$ cat config.mk
export PLATFORM = sky130hd
export DESIGN_NAME = rand_clk_en_gen
export DESIGN_NICKNAME = d
export VERILOG_FILES = /design/src/rtl/rce_pkg.sv /design/src/rtl/rce_lfsr.sv /design/src/rtl/rce_slot_sel.sv /design/src/rtl/rce_window.sv /design/src/rtl/rand_clk_en_gen.sv
export SDC_FILE = /design/constraint.sdc
export NUM_CORES = 1
export LEC_CHECK = 0
export BUFFER_PORTS_ARGS = -buffer_cell sky130_fd_sc_hd__buf_4
export CAP_MARGIN = 0
export CORE_MARGIN = 1.5
export CORE_UTILIZATION = 40
export CTS_CLUSTER_SIZE = 12
export DETAILED_ROUTE_END_ITERATION = 12
export GPL_TIMING_DRIVEN = 0
export PLACE_DENSITY = 0.68
export SKIP_CTS_REPAIR_TIMING = 1
export SLEW_MARGIN = 20
export SYNTH_ARGS = -nofsm -noshare
export SYNTH_HDL_FRONTEND = slang
export SYNTH_SLANG_ARGS = --single-unit
export TNS_END_PERCENT = 50
$ cat constraint.sdc
create_clock -name clk -period 2.1 [get_ports clk]
set_input_delay 0.21 -clock clk [delete_from_list [all_inputs] [get_ports clk]]
set_output_delay 0.21 -clock clk [all_outputs]
set_load 0.005 [all_outputs]
$ cat src/rtl/rce_pkg.sv
package rce_pkg;
  localparam int unsigned LFSR_BITS = 32;
  localparam logic [LFSR_BITS-1:0] POLY_MASK = 32'h8020_0003;
  localparam logic [LFSR_BITS-1:0] SEED_DFLT = 32'hACE1_2468;

  typedef enum logic [1:0] {
    SLOT_IDLE = 2'b00,
    SLOT_CORE = 2'b01,
    SLOT_REST = 2'b10
  } slot_e;

  function automatic logic [LFSR_BITS-1:0] galois_next(
    input logic [LFSR_BITS-1:0] s,
    input logic [LFSR_BITS-1:0] mask
  );
    galois_next = (s >> 1) ^ (s[0] ? mask : '0);
  endfunction
endpackage

$ cat src/rtl/rce_lfsr.sv
module rce_lfsr #(
  parameter int unsigned W = 32,
  parameter logic [W-1:0] MASK = 32'h8020_0003,
  parameter logic [W-1:0] SEED0 = 32'hACE1_2468
) (
  input  logic         clk,
  input  logic         rst_n,
  input  logic         load,
  input  logic [W-1:0] load_val,
  output logic [W-1:0] state
);
  logic [W-1:0] stepped;
  logic [W-1:0] seed_fix;

  always_comb begin
    stepped  = (state >> 1) ^ (state[0] ? MASK : '0);
    seed_fix = (load_val == '0) ? SEED0 : load_val;
  end

  always_ff @(posedge clk or negedge rst_n) begin
    if (!rst_n)    state <= SEED0;
    else if (load) state <= seed_fix;
    else           state <= stepped;
  end

  // state is never zero
  a_r7_nonzero: assert property (@(posedge clk) disable iff (!rst_n)
    state != '0);
  // a nonzero seed taken on an edge is the next state
  a_r6_load: assert property (@(posedge clk) disable iff (!rst_n)
    (load && load_val != '0) |=> state == $past(load_val));
  // a zero seed yields the default
  a_r7_zero_seed: assert property (@(posedge clk) disable iff (!rst_n)
    (load && load_val == '0) |=> state == SEED0);
endmodule

$ cat src/rtl/rce_slot_sel.sv
module rce_slot_sel
  import rce_pkg::*;
#(
  parameter int unsigned W = 32,
  parameter int unsigned TAP_A = 0,
  parameter int unsigned TAP_B = 16
) (
  input  logic         clk,
  input  logic         rst_n,
  input  logic [W-1:0] state,
  output logic         pick,
  output logic         core_en,
  output logic         dummy_en,
  output logic         io_en
);
  slot_e slot_q;

  always_comb pick = state[TAP_A] & state[TAP_B];

  always_ff @(posedge clk or negedge rst_n) begin
    if (!rst_n)    slot_q <= SLOT_IDLE;
    else if (pick) slot_q <= SLOT_CORE;
    else           slot_q <= SLOT_REST;
  end

  always_comb begin
    core_en  = (slot_q == SLOT_CORE);
    dummy_en = (slot_q == SLOT_REST);
    io_en    = (slot_q != SLOT_IDLE);
  end

  // exactly one of the two enables once running
  a_r3_one_of_two: assert property (@(posedge clk) disable iff (!rst_n)
    io_en |-> (core_en ^ dummy_en));
  // free-running enable never drops once up
  a_r2_io_hold: assert property (@(posedge clk) disable iff (!rst_n)
    io_en |=> io_en);
  // core enable follows the two state taps of the previous cycle
  a_r4_taps: assert property (@(posedge clk) disable iff (!rst_n)
    io_en |-> core_en == ($past(state[TAP_A]) & $past(state[TAP_B])));

  // both enables low while in reset
  always @(posedge clk) begin
    if (!rst_n) begin
      a_r1_idle: assert (!core_en && !dummy_en && !io_en);
    end
  end
endmodule

$ cat src/rtl/rce_window.sv
module rce_window #(
  parameter int unsigned WINDOW = 1000,
  localparam int unsigned CW = $clog2(WINDOW + 1)
) (
  input  logic          clk,
  input  logic          rst_n,
  input  logic          tick,
  output logic [CW-1:0] count,
  output logic          valid
);
  logic [CW-1:0] pos;
  logic [CW-1:0] acc;
  logic          last;

  always_comb last = (pos == CW'(WINDOW - 1));

  always_ff @(posedge clk or negedge rst_n) begin
    if (!rst_n) begin
      pos   <= '0;
      acc   <= '0;
      count <= '0;
      valid <= 1'b0;
    end else if (last) begin
      pos   <= '0;
      acc   <= '0;
      count <= acc + CW'(tick);
      valid <= 1'b1;
    end else begin
      pos <= pos + 1'b1;
      acc <= acc + CW'(tick);
    end
  end

  // running sum never exceeds cycles seen so far in the window
  a_r9_acc_bound: assert property (@(posedge clk) disable iff (!rst_n)
    acc <= pos);
  // once a window completes the flag stays set
  a_r9_valid_hold: assert property (@(posedge clk) disable iff (!rst_n)
    valid |=> valid);
  // flag rises only at the window boundary
  a_r9_rise_at_end: assert property (@(posedge clk) disable iff (!rst_n)
    $rose(valid) |-> pos == '0);
endmodule

$ cat src/rtl/rand_clk_en_gen.sv
module rand_clk_en_gen
  import rce_pkg::*;
#(
  parameter int unsigned LFSR_W = LFSR_BITS,
  parameter logic [LFSR_W-1:0] MASK = POLY_MASK,
  parameter logic [LFSR_W-1:0] SEED0 = SEED_DFLT,
  parameter int unsigned TAP_A = 0,
  parameter int unsigned TAP_B = 16,
  parameter int unsigned WINDOW = 1000,
  localparam int unsigned CW = $clog2(WINDOW + 1)
) (
  input  logic              clk,
  input  logic              rst_n,
  input  logic              seed_valid,
  input  logic [LFSR_W-1:0] seed_data,
  output logic              seed_ready,
  output logic              core_en,
  output logic              dummy_en,
  output logic              io_en,
  output logic [CW-1:0]     win_count,
  output logic              win_valid
);
  logic [LFSR_W-1:0] state;
  logic              pick;
  logic              take;

  always_ff @(posedge clk or negedge rst_n) begin
    if (!rst_n) seed_ready <= 1'b0;
    else        seed_ready <= 1'b1;
  end

  always_comb take = seed_valid & seed_ready;

  rce_lfsr #(.W(LFSR_W), .MASK(MASK), .SEED0(SEED0)) u_lfsr (
    .clk(clk), .rst_n(rst_n), .load(take), .load_val(seed_data), .state(state)
  );

  rce_slot_sel #(.W(LFSR_W), .TAP_A(TAP_A), .TAP_B(TAP_B)) u_sel (
    .clk(clk), .rst_n(rst_n), .state(state), .pick(pick),
    .core_en(core_en), .dummy_en(dummy_en), .io_en(io_en)
  );

  rce_window #(.WINDOW(WINDOW)) u_win (
    .clk(clk), .rst_n(rst_n), .tick(pick), .count(win_count), .valid(win_valid)
  );

  // port stays ready once out of reset
  a_r8_ready_hold: assert property (@(posedge clk) disable iff (!rst_n)
    seed_ready |=> seed_ready);
  // ready and free-running enable come up together
  a_r8_ready_io: assert property (@(posedge clk) disable iff (!rst_n)
    seed_ready == io_en);
endmodule

[After elaboration in Yosys (flattened, before gate mapping)]
Cells that the tools add are included.
Storage, ports and cells
  bits in registers: 66
  input bits: 35
  output and inout bits: 15
Cells by class
  $add $sub $neg: 2
  equality and inequality tests: 3
  muxes and demuxes: 6
  bitwise gates (word level): 3
  reduce and logical (&&, ||, !) cells: 2
Operators with widths (number)
  32-bit 2-to-1 mux: 3
  32-bit zero test: 1
  31-bit by 32-bit XOR with 32-bit output: 1
  10-bit 2-to-1 mux: 2
  10-bit by 1-bit adder with 10-bit output: 1
  10-bit by 1-bit adder with 10-bit output (second input constant): 1
  10-bit equality test (second input constant): 1
  1-bit AND: 2
  2-bit by 1-bit equality test with 1-bit output (second input constant): 1
  2-bit equality test (second input constant): 1
  2-bit 2-to-1 mux: 1
  2-bit nonzero test: 1

[Logic depth before layout (Yosys ltp)]
Gate-level depths: netlist of run 1.
  depth in word-level cells: 3
  depth in mapped cells: 7
  gate-level depth less buffers: 7

[Hierarchy]
From an unflattened synthesis of run 1, not the netlist that was laid out.
Second synthesis, totals
  cell total of the unflattened synthesis: 251
  area, all modules: 2842.7 µm²
Modules (own cells, without submodules)
  rce_window: times used 1, cells an instance 129, area an instance 1390.1 µm²
  rce_lfsr: times used 1, cells an instance 112, area an instance 1338.8 µm²
  rce_slot_sel: times used 1, cells an instance 7, area an instance 78.8 µm²
  rand_clk_en_gen: times used 1, cells an instance 3, area an instance 35.0 µm²

[Worst setup path after synthesis of run 1]
Ideal clock, no wire load.
  path kind: register -> register
  start point: register u_lfsr.state[16]
  end point: register u_win.count[8]
  library setup time: 0.125 ns
  data arrival time: 1.503 ns
  required time: 1.975 ns
  slack: 0.472 ns
  cell stages (with the launch flop): 8
  clock period less this slack: 1.628 ns
  cell sequence: dfstp_2 > and2_1 > ha_1 > ha_1 > nand3_1 > nor2_1 > xnor2_1 > a21oi_2
Between the ends
  word-level cells in the longest chain between the ends: 2
RTL lines
  start: declaration: RTL line rce_lfsr.sv:10  | output logic [W-1:0] state
  start signal: assignment: RTL line rce_lfsr.sv:22  | else if (load) state <= seed_fix;
  start signal: assignment: RTL line rce_lfsr.sv:23  | else state <= stepped;
  1-bit AND: RTL line rce_slot_sel.sv:18  | always_comb pick = state[TAP_A] & state[TAP_B];
  via pick: RTL line rand_clk_en_gen.sv:24  | logic pick;
  10-bit by 1-bit adder with 10-bit output: RTL line rce_window.sv:26  | count <= acc + CW'(tick);
  end signal: assignment: RTL line rce_window.sv:26
  end: declaration: RTL line rce_window.sv:8  | output logic [CW-1:0] count,
The timed path passes the listed nets, and every way through them passes these cells.
A chain may end at the register's enable or synchronous reset.

[Worst setup path after layout of run 1]
  start point: register u_lfsr.state[0]
  end point: register u_win.count[4]
The elaborated chain is that of the path after synthesis.

==> results of run 1 <==
-- layout by cell type (no fill, tap or decap), types with 6 or more instances in the layout --
| master | n |
|---|---|
| a21oi_1 | 13 |
| a21oi_2 | 8 |
| buf_4 | 51 |
| clkbuf_1 | 9 |
| clkbuf_8 | 10 |
| dfrtp_1 | 53 |
| dfstp_2 | 13 |
| nand2_1 | 59 |
| nand3_1 | 12 |
| nor2_1 | 47 |
| nor2b_1 | 6 |
| nor4_1 | 8 |
| xnor2_1 | 10 |
| xor2_1 | 6 |
-- final timing paths --
check	endpoint	slack [ns]	cells past startpoint
max	u_win.count[4]$_DFFE_PN0N_	0.28	6
min	u_win.pos[9]$_DFF_PN0_	-0.05	1
max reg2reg	u_win.count[4]$_DFFE_PN0N_	0.28	6
min reg2reg	u_lfsr.state[18]$_DFF_PN0_	0.45	2
max in group asynchronous	u_lfsr.state[19]$_DFF_PN0_	1.62	1
min in group clk	u_lfsr.state[9]$_DFF_PN0_	0.06	3
-- synth_stat cells, drive strengths merged, types with 2 or more instances --
master   n
nand2   59
dfrtp   53
nor2    47
a21oi   21
dfstp   13
nand3   12
xnor2   10
nor4     8
clkbuf   7
nor2b    6
xor2     6
buf      4
o21ai    4
or2      4
and3     3
ha       3
nand4    3
a31oi    2
and2     2
inv      2
mux2     2
nor3     2
-- routing by layer --
metal	vias to the layer above	track usage, %
met5	-	0
met4	0	7.04
met3	8	4.86
met2	60	26.9
met1	969	23.0
li1	1039	-
-- cells by family after synthesis --
family                     share of synthesized area (%)
and+or+nand+nor                                     23.7
xor gates and xnor gates                            5.00
adders and majority gates                           1.34
other                                              0.134
AOI/OAI and AO/OA                                   6.52
DFF                                                 59.6
muxes                                               1.16
buffers and inverters                               2.55
-- worst register-to-register path: stages (launching register included) --
cell and delay, ns:
dfrtp_1 0.48, and2_1 0.23, ha_1 0.26, ha_1 0.27, nand3_1 0.12, xor2_1 0.26, a21oi_2 0.09
-- through the flow --
step                area, µm²  utilization [%]  worst slack (ns)  total power, W  instances
CTS                      3480             51.3             0.261         0.00316        440
finish                   3480             51.3             0.276         0.00312        440
detailed placement       3290             48.4             0.272         0.00210        424
floorplan                2800                -             0.472         0.00189        279
global placement         3290             48.4             0.311         0.00208        424
global route             3480             51.3             0.106         0.00333        440
-- flip-flops by register name, indices dropped and copies added, names as in the netlist --
signal	flops
seed_ready	1
u_lfsr.state	32
u_sel.slot_q	2
u_win.acc	10
u_win.count	10
u_win.pos	10
u_win.valid	1
-- power groups by stage --
stage	clock [W]	combinational, W	sequential (W)
floorplan	0	0.000287	0.00160
global placement	0	0.000452	0.00163
detailed placement	0	0.000461	0.00164
CTS	0.00108	0.000464	0.00162
global route	0.00115	0.000539	0.00164
finish	0.00105	0.000456	0.00161
-- area by class of cell --
cell class                 instances  area, µm²
fill                             655       3310
buffer                            11       63.8
clock buffer                      12        145
tap                               96        120
timing repair buffer              49        368
inverter                           2       7.51
sequential                        66       1670
multi-input combinational        200       1060
clock inverter                     4       51.3
==> impl_metrics.tcl, run 1 <==
set metrics [dict create \
    outcome "complete, but fails checks" \
    failed_checks "hold timing" \
    viasPerCell 4.72 \
    seq_power_share_pct 51.7 \
    antenna_cells 0 \
    hp-class "input port to asynchronous set/reset pin" \
    start_util_pct 41.2 \
    dieArea_um2 7510 \
    overflow 0 \
    finalSetupTns_ns 0 \
    cp.arrival_ns 2.05 \
    cap_viol_max_count 0 \
    period_share_pct 86.9 \
    dpl.hpwl_mm 3.92 \
    crit_required_ns 2.32 \
    die_x_um 86.7 \
    power.density_nw_per_um2 896 \
    p_leak_nw 1.63 \
    pwr-share-clk_pct 33.7 \
    die-height_um 86.7 \
    finalHoldViolations 53 \
    avgRoutedWirePerCell_um 12.7 \
    wl_met2_mm 2.59 \
    crit_start "u_lfsr.state[0]$_DFF_PN0_" \
    cp-end-kind "register" \
    path_class "register to register" \
    cts.sinks 66 \
    slew_violations 0 \
    antenna_found_initial 0 \
    top_layer "met4" \
    synth_area_leaders "dfrtp_1 47%, dfstp_2 12%, nand2_1 7.9%" \
    peakVddDrop_mv 0.491 \
    critPathTopFamily "adder cells" \
    num_io_pins 50 \
    yosysSeqAreaShare_pct 59.6 \
    synth_top_area_share_pct 47.4 \
    dr.first_iter.drc_count 108 \
    wl_met3_um 299 \
    clkSlewWorstSetupHoldPaths_ns 0.07 \
    cts_max_path_buffers 2 \
    yosys_warnings 0 \
    dr.pass1.iters 4 \
    port_buffers 49 \
    worstMarginPinSlew_ns 0.800 \
    crit_chain "and2_1 -> ha_1 -> ha_1 -> nand3_1 -> xor2_1 -> a21oi_2" \
    critPathMaxStageDelay_ns 0.48 \
    vias 2076 \
    cts_tree "done" \
    clock_latency_ns 0.34 \
    syn-num-nets 317 \
    grt_pass1_vias 2095 \
    drive_gt1_share_pct 27.6 \
    async_flop_share_pct 100 \
    layout.nets 377 \
    startpoint_type "register" \
    crit-reg2reg-launch "u_lfsr.state[0]$_DFF_PN0_" \
    synth_ff_type "dfrtp_1" \
    grt_use_total_pct 17.4 \
    synth_top_area_cell "dfrtp_1" \
    drcViolationCount 0 \
    min_period_ns 1.82 \
    path_max_fanout 5 \
    routabilityCongestion 0.869 \
    cts_max_level 3 \
    fin_skew_ns 0.0101 \
    core_area_um2 6790 \
    holdWs_ns -0.0467 \
    postSynthCellCount 279 \
    wl_met1_mm 2.61 \
    path_buf_inv 0 \
    syn_area_um2 2800 \
    rsz0062_at_grt "no" \
    numCtsBuffers 9 \
    switching_share_pct 26.3 \
    rows 30 \
    grt_pass1_wl_mm 9.96 \
    fmax_mhz 548 \
    synthToLayoutAreaGrowth_pct 24.4 \
    ys_ff_latch 66 \
    setup_viol 0 \
    combPwrFrac_pct 14.6 \
    cp_slowest_cell "dfrtp_1" \
    netSwitchingPower_w 0.000820 \
    synth_cell_types 32 \
    grt_max_degree 67 \
    wl_mm 5.58 \
    slew_headroom_pct 46.7 \
    clk_root_buffer_cell "clkbuf_8" \
    syn_avg_cell_area_um2 10.0 \
    cp_common_cell "ha_1" \
    p_int_w 0.00230 \
    ant_nets 0 \
    synth-edff-count 0 \
]
No activity file was read; power rests on OpenSTA's default activity.
==> run 2: changes to the inputs <==
==> constraint.sdc (replaced) <==
create_clock -name clk -period 1.9 [get_ports clk]
set_input_delay 0.19 -clock clk [delete_from_list [all_inputs] [get_ports clk]]
set_output_delay 0.19 -clock clk [all_outputs]
set_load 0.005 [all_outputs]
==> impl_metrics.tcl, run 2 (synthesis gave the netlist of run 1 again) <==
set metrics [dict create \
    cts_max_level 3 \
    min_period_ns 1.72 \
    outcome "complete, but fails checks" \
    synthToLayoutAreaGrowth_pct 25.2 \
    worstMarginPinSlew_ns 0.798 \
    cp_common_cell "ha_2" \
    overflow 0 \
    cap_viol_max_count 0 \
    peakVddDrop_mv 0.545 \
    dpl-instance-area_um2 3290 \
    dieArea_um2 7510 \
    grt_use_total_pct 17.4 \
    rrSetupSlack_ns 0.18 \
    holdWs_ns -0.0695 \
    critPathMaxStageDelay_ns 0.53 \
    clock_latency_ns 0.34 \
    antenna_found_initial 0 \
    power.density_nw_per_um2 989 \
    clkSlewWorstSetupHoldPaths_ns 0.07 \
    dpl_worst_slack_ns 0.0724 \
    dr.pass1.iters 4 \
    hp-class "input port to asynchronous set/reset pin" \
    setup_ws_ns 0.179 \
    crit_chain "and2_1 -> ha_2 -> ha_2 -> nand3_1 -> nor2_1 -> xnor2_1 -> a21oi_2" \
    cts.sinks 66 \
    numCtsBuffers 9 \
    cts_max_path_buffers 2 \
    path_max_fanout 5 \
    p_leak_nw 1.63 \
    dr.first_iter.drc_count 104 \
    rows 30 \
    clk_root_buffer_cell "clkbuf_8" \
    largest_reg_flops 32 \
    path_class "register to register" \
    cp-end-kind "register" \
    cp_slowest_cell "dfstp_2" \
    avgRoutedWirePerCell_um 12.7 \
    grt_pass1_vias 2095 \
    finalSetupTns_ns 0 \
    grt_max_degree 67 \
    period_share_pct 90.6 \
    fmax_mhz 581 \
    final_cell_area_um2 3510 \
    routabilityCongestion 0.869 \
    fin_skew_ns 0.0106 \
    startpoint_type "register" \
    die_x_um 86.7 \
    wl_mm 5.57 \
    rsz0062_at_grt "no" \
    cp.arrival_ns 1.95 \
    grt_pass1_wl_mm 9.96 \
    power_w 0.00347 \
    cts_tree "done" \
    drive_gt1_share_pct 29.1 \
    die-height_um 86.7 \
    failed_checks "hold timing" \
    crit_required_ns 2.13 \
    port_buffers 49 \
    final_common_cell "nand2_1" \
    dpl.hpwl_mm 3.92 \
    antenna_cells 0 \
    finalHoldViolations 53 \
    ant_nets 0 \
    slew_headroom_pct 46.8 \
    num_io_pins 50 \
    core_area_um2 6790 \
    setup_viol 0 \
    slew_violations 0 \
    top_register "u_lfsr.state" \
    layout.nets 377 \
    vias 2073 \
    drcViolationCount 0 \
    start_util_pct 41.2 \
    layout_common_cells "59 x nand2_1, 52 x dfrtp_1, 51 x buf_4, 47 x nor2_1" \
    viasPerCell 4.71 \
]
[run 2: changes by cell type in the layout (fill, tap and decap cells not counted)]
cell / delta
ha_2: +2
xor2_2: +2
ha_1: -2
xor2_1: -2
dfrtp_1: -1
dfrtp_2: +1
[run 2: per-layer routing]
layer | global-route usage, % | up-vias | share of wire (%)
met4 | 7.04 | 0 | 1.4
met2 | 26.9 | 56 | 46
met3 | 4.86 | 8 | 4.9
met5 | 0 | - | 0
li1 | - | 1038 | -
met1 | 23.0 | 971 | 47
[run 2: metrics by stage]
stage                     util (%)  std cells
final                         51.6        440
after global routing          51.6        440
after CTS                     51.3        440
after detailed placement      48.4        424
after global placement        48.4        424
after floorplan                  -        279
[run 2: cell type report]
class                   instances  area [µm²]
fillers                       653        3290
multi-input cells             200        1080
plain buffers                  11        63.8
flip-flops and latches         66        1670
well taps                      96         120
clock inverters                 4        51.3
repair buffers                 49         368
clock buffers                  12         145
inverters                       2        7.51
[run 2: worst paths after layout]
path,from,depth (start not counted),endpoint
worst max-delay path,u_lfsr.state[16]$_DFF_PN1_,7,u_win.count[8]$_DFFE_PN0N_
worst min-delay path,rst_n,1,u_win.pos[7]$_DFF_PN0_
worst max register to register,u_lfsr.state[16]$_DFF_PN1_,7,u_win.count[8]$_DFFE_PN0N_
worst min register to register,u_lfsr.state[19]$_DFF_PN0_,2,u_lfsr.state[18]$_DFF_PN0_
max in group asynchronous,rst_n,1,u_lfsr.state[0]$_DFF_PN0_
min in group clk,seed_data[9],3,u_lfsr.state[9]$_DFF_PN0_
[run 2: critical path: cells and delay by family (launching register included)]
kind	cells	cell delay, ns
xor+xnor	1	0.17
simple gates	3	0.37
fa+ha+maj	2	0.47
compound gates	1	0.08
flops	1	0.53
[run 2: report_power, final]
part / switching, W / internal (W) / total (W)
sequential: 0.000133 / 0.00166 / 0.00179
clock: 0.000518 / 0.000643 / 0.00116
combinational: 0.000260 / 0.000255 / 0.000514
==> run 3: changes to the inputs <==
--- a/config.mk
+++ b/config.mk
@@ -12,6 +12,7 @@
 export CTS_CLUSTER_SIZE = 12
 export DETAILED_ROUTE_END_ITERATION = 12
 export GPL_TIMING_DRIVEN = 0
+export MAX_ROUTING_LAYER = met4
 export PLACE_DENSITY = 0.68
 export SKIP_CTS_REPAIR_TIMING = 1
 export SLEW_MARGIN = 20
==> impl_metrics.tcl, run 3 (synthesis gave the netlist of run 1 again) <==
set metrics [dict create \
    cp.arrival_ns 1.95 \
    crit-reg2reg-launch "u_lfsr.state[16]$_DFF_PN1_" \
    top_register "u_lfsr.state" \
    synthToLayoutAreaGrowth_pct 25.2 \
    dpl_worst_slack_ns 0.0724 \
    avgRoutedWirePerCell_um 12.7 \
    critPathTopFamily "flip-flops" \
    finalHoldViolations 53 \
    clock_latency_ns 0.34 \
    cp-end-kind "register" \
    grt_max_degree 67 \
    fin_util_pct 51.6 \
    worstMarginPinSlew_ns 0.805 \
    drive_gt1_share_pct 29.1 \
    timing.rr.end "u_win.count[8]$_DFFE_PN0N_" \
    antenna_found_initial 0 \
    p_int_w 0.00256 \
    largest_reg_flops 32 \
    core_area_um2 6790 \
    slew_headroom_pct 46.3 \
    crit_chain "and2_1 -> ha_2 -> ha_2 -> nand3_1 -> nor2_1 -> xnor2_1 -> a21oi_2" \
    setup_ws_ns 0.178 \
    routabilityCongestion 0.883 \
    clkSlewWorstSetupHoldPaths_ns 0.07 \
    clk_root_buffer_cell "clkbuf_8" \
    start_util_pct 41.2 \
    cp_slowest_cell "dfstp_2" \
    final_common_cell "nand2_1" \
    final_cell_area_um2 3510 \
    holdWs_ns -0.0646 \
    finalSetupTns_ns 0 \
    peakVddDrop_mv 0.545 \
    hp-class "input port to asynchronous set/reset pin" \
    combPwrFrac_pct 14.9 \
    rows 30 \
    path_class "register to register" \
    min_period_ns 1.72 \
    path_buf_inv 0 \
    viasPerCell 4.70 \
    startpoint_type "register" \
    ant_nets 0 \
    cp_common_cell "ha_2" \
    fmax_mhz 581 \
    slew_violations 0 \
    layout.nets 377 \
    seq_power_share_pct 51.7 \
    drcViolationCount 0 \
    fin_skew_ns 0.0111 \
    grt_pass1_vias 2095 \
    grt_pass1_wl_mm 9.96 \
    cts_max_level 3 \
    rrSetupSlack_ns 0.18 \
    numCtsBuffers 9 \
    switching_share_pct 26.3 \
    num_io_pins 50 \
    power_w 0.00347 \
    die-height_um 86.7 \
    vias 2067 \
    overflow 0 \
    p_leak_nw 1.63 \
    path_max_fanout 5 \
    dpl-instance-area_um2 3290 \
    antenna_cells 0 \
    ff2ff_path_depth 7 \
    outcome "complete, but fails checks" \
    pwr-share-clk_pct 33.4 \
    layout_common_cells "59 x nand2_1, 52 x dfrtp_1, 51 x buf_4, 47 x nor2_1" \
    netSwitchingPower_w 0.000910 \
    wl_mm 5.58 \
    cts.sinks 66 \
    dieArea_um2 7510 \
    failed_checks "hold timing" \
    dpl.hpwl_mm 3.92 \
    dr.first_iter.drc_count 107 \
    cts_tree "done" \
    grt_use_total_pct 17.9 \
    setup_viol 0 \
    period_share_pct 90.6 \
    port_buffers 49 \
    dr.pass1.iters 4 \
    power.density_nw_per_um2 989 \
    cap_viol_max_count 0 \
    crit_required_ns 2.13 \
    die_x_um 86.7 \
    cts_max_path_buffers 2 \
    rsz0062_at_grt "no" \
    critPathMaxStageDelay_ns 0.53 \
]
[run 3: cell counts in the layout (fill, tap and decap cells not counted)]
Identical to the previous run, type by type.
[run 3: how the worst max path moves through the flow]
stage,depth (start not counted),startpoint,to,slack [ns]
2_1_floorplan,7,u_lfsr.state[16]$_DFF_PN1_,u_win.count[8]$_DFFE_PN0N_,0.27
3_3_place_gp,7,u_lfsr.state[16]$_DFF_PN1_,u_win.count[8]$_DFFE_PN0N_,0.11
3_5_place_dp,6,u_lfsr.state[0]$_DFF_PN0_,u_win.count[4]$_DFFE_PN0N_,0.07
4_1_cts,6,u_lfsr.state[0]$_DFF_PN0_,u_win.count[4]$_DFFE_PN0N_,0.06
5_1_grt,7,u_lfsr.state[16]$_DFF_PN1_,u_win.count[8]$_DFFE_PN0N_,0.04
6_report,7,u_lfsr.state[16]$_DFF_PN1_,u_win.count[8]$_DFFE_PN0N_,0.18
[run 3: per-layer routing]
layer | global-route usage (%) | share of wire, % | vias to the layer above | wire (µm)
met5 | - | 0 | - | 0
met1 | 23.1 | 48 | 968 | 2670
met3 | 4.76 | 4.8 | 8 | 268
li1 | - | - | 1037 | -
met4 | 7.04 | 1.5 | 0 | 82
met2 | 26.9 | 46 | 54 | 2560
[run 3: layout make-up]
cell class	instances	area (µm²)
Fill cell	653	3290
Sequential cell	66	1670
Multi-Input combinational cell	200	1080
Timing Repair Buffer	49	368
Clock buffer	12	145
Tap cell	96	120
Buffer	11	63.8
Clock inverter	4	51.3
Inverter	2	7.51
[run 3: worst register-to-register path: stages (launching register included)]
cell	delay (ns)
dfstp_2	0.53
and2_1	0.18
ha_2	0.24
ha_2	0.23
nand3_1	0.07
nor2_1	0.11
xnor2_1	0.17
a21oi_2	0.08
[run 3: stage by stage]
step | cells | hold slack [ns]
finish | 440 | -0.0646
CTS | 440 | -0.0415
floorplan | 279 | -0.106
detailed placement | 424 | 0.337
global placement | 424 | 0.333
global route | 440 | 0.00849
[run 3: power groups by stage]
stage / Clock, W / Sequential (W) / Combinational (W)
final: 0.00116 / 0.00179 / 0.000516
after global routing: 0.00127 / 0.00182 / 0.000606
after CTS: 0.00120 / 0.00179 / 0.000513
after detailed placement: 0 / 0.00181 / 0.000509
after global placement: 0 / 0.00180 / 0.000499
after floorplan: 0 / 0.00177 / 0.000317
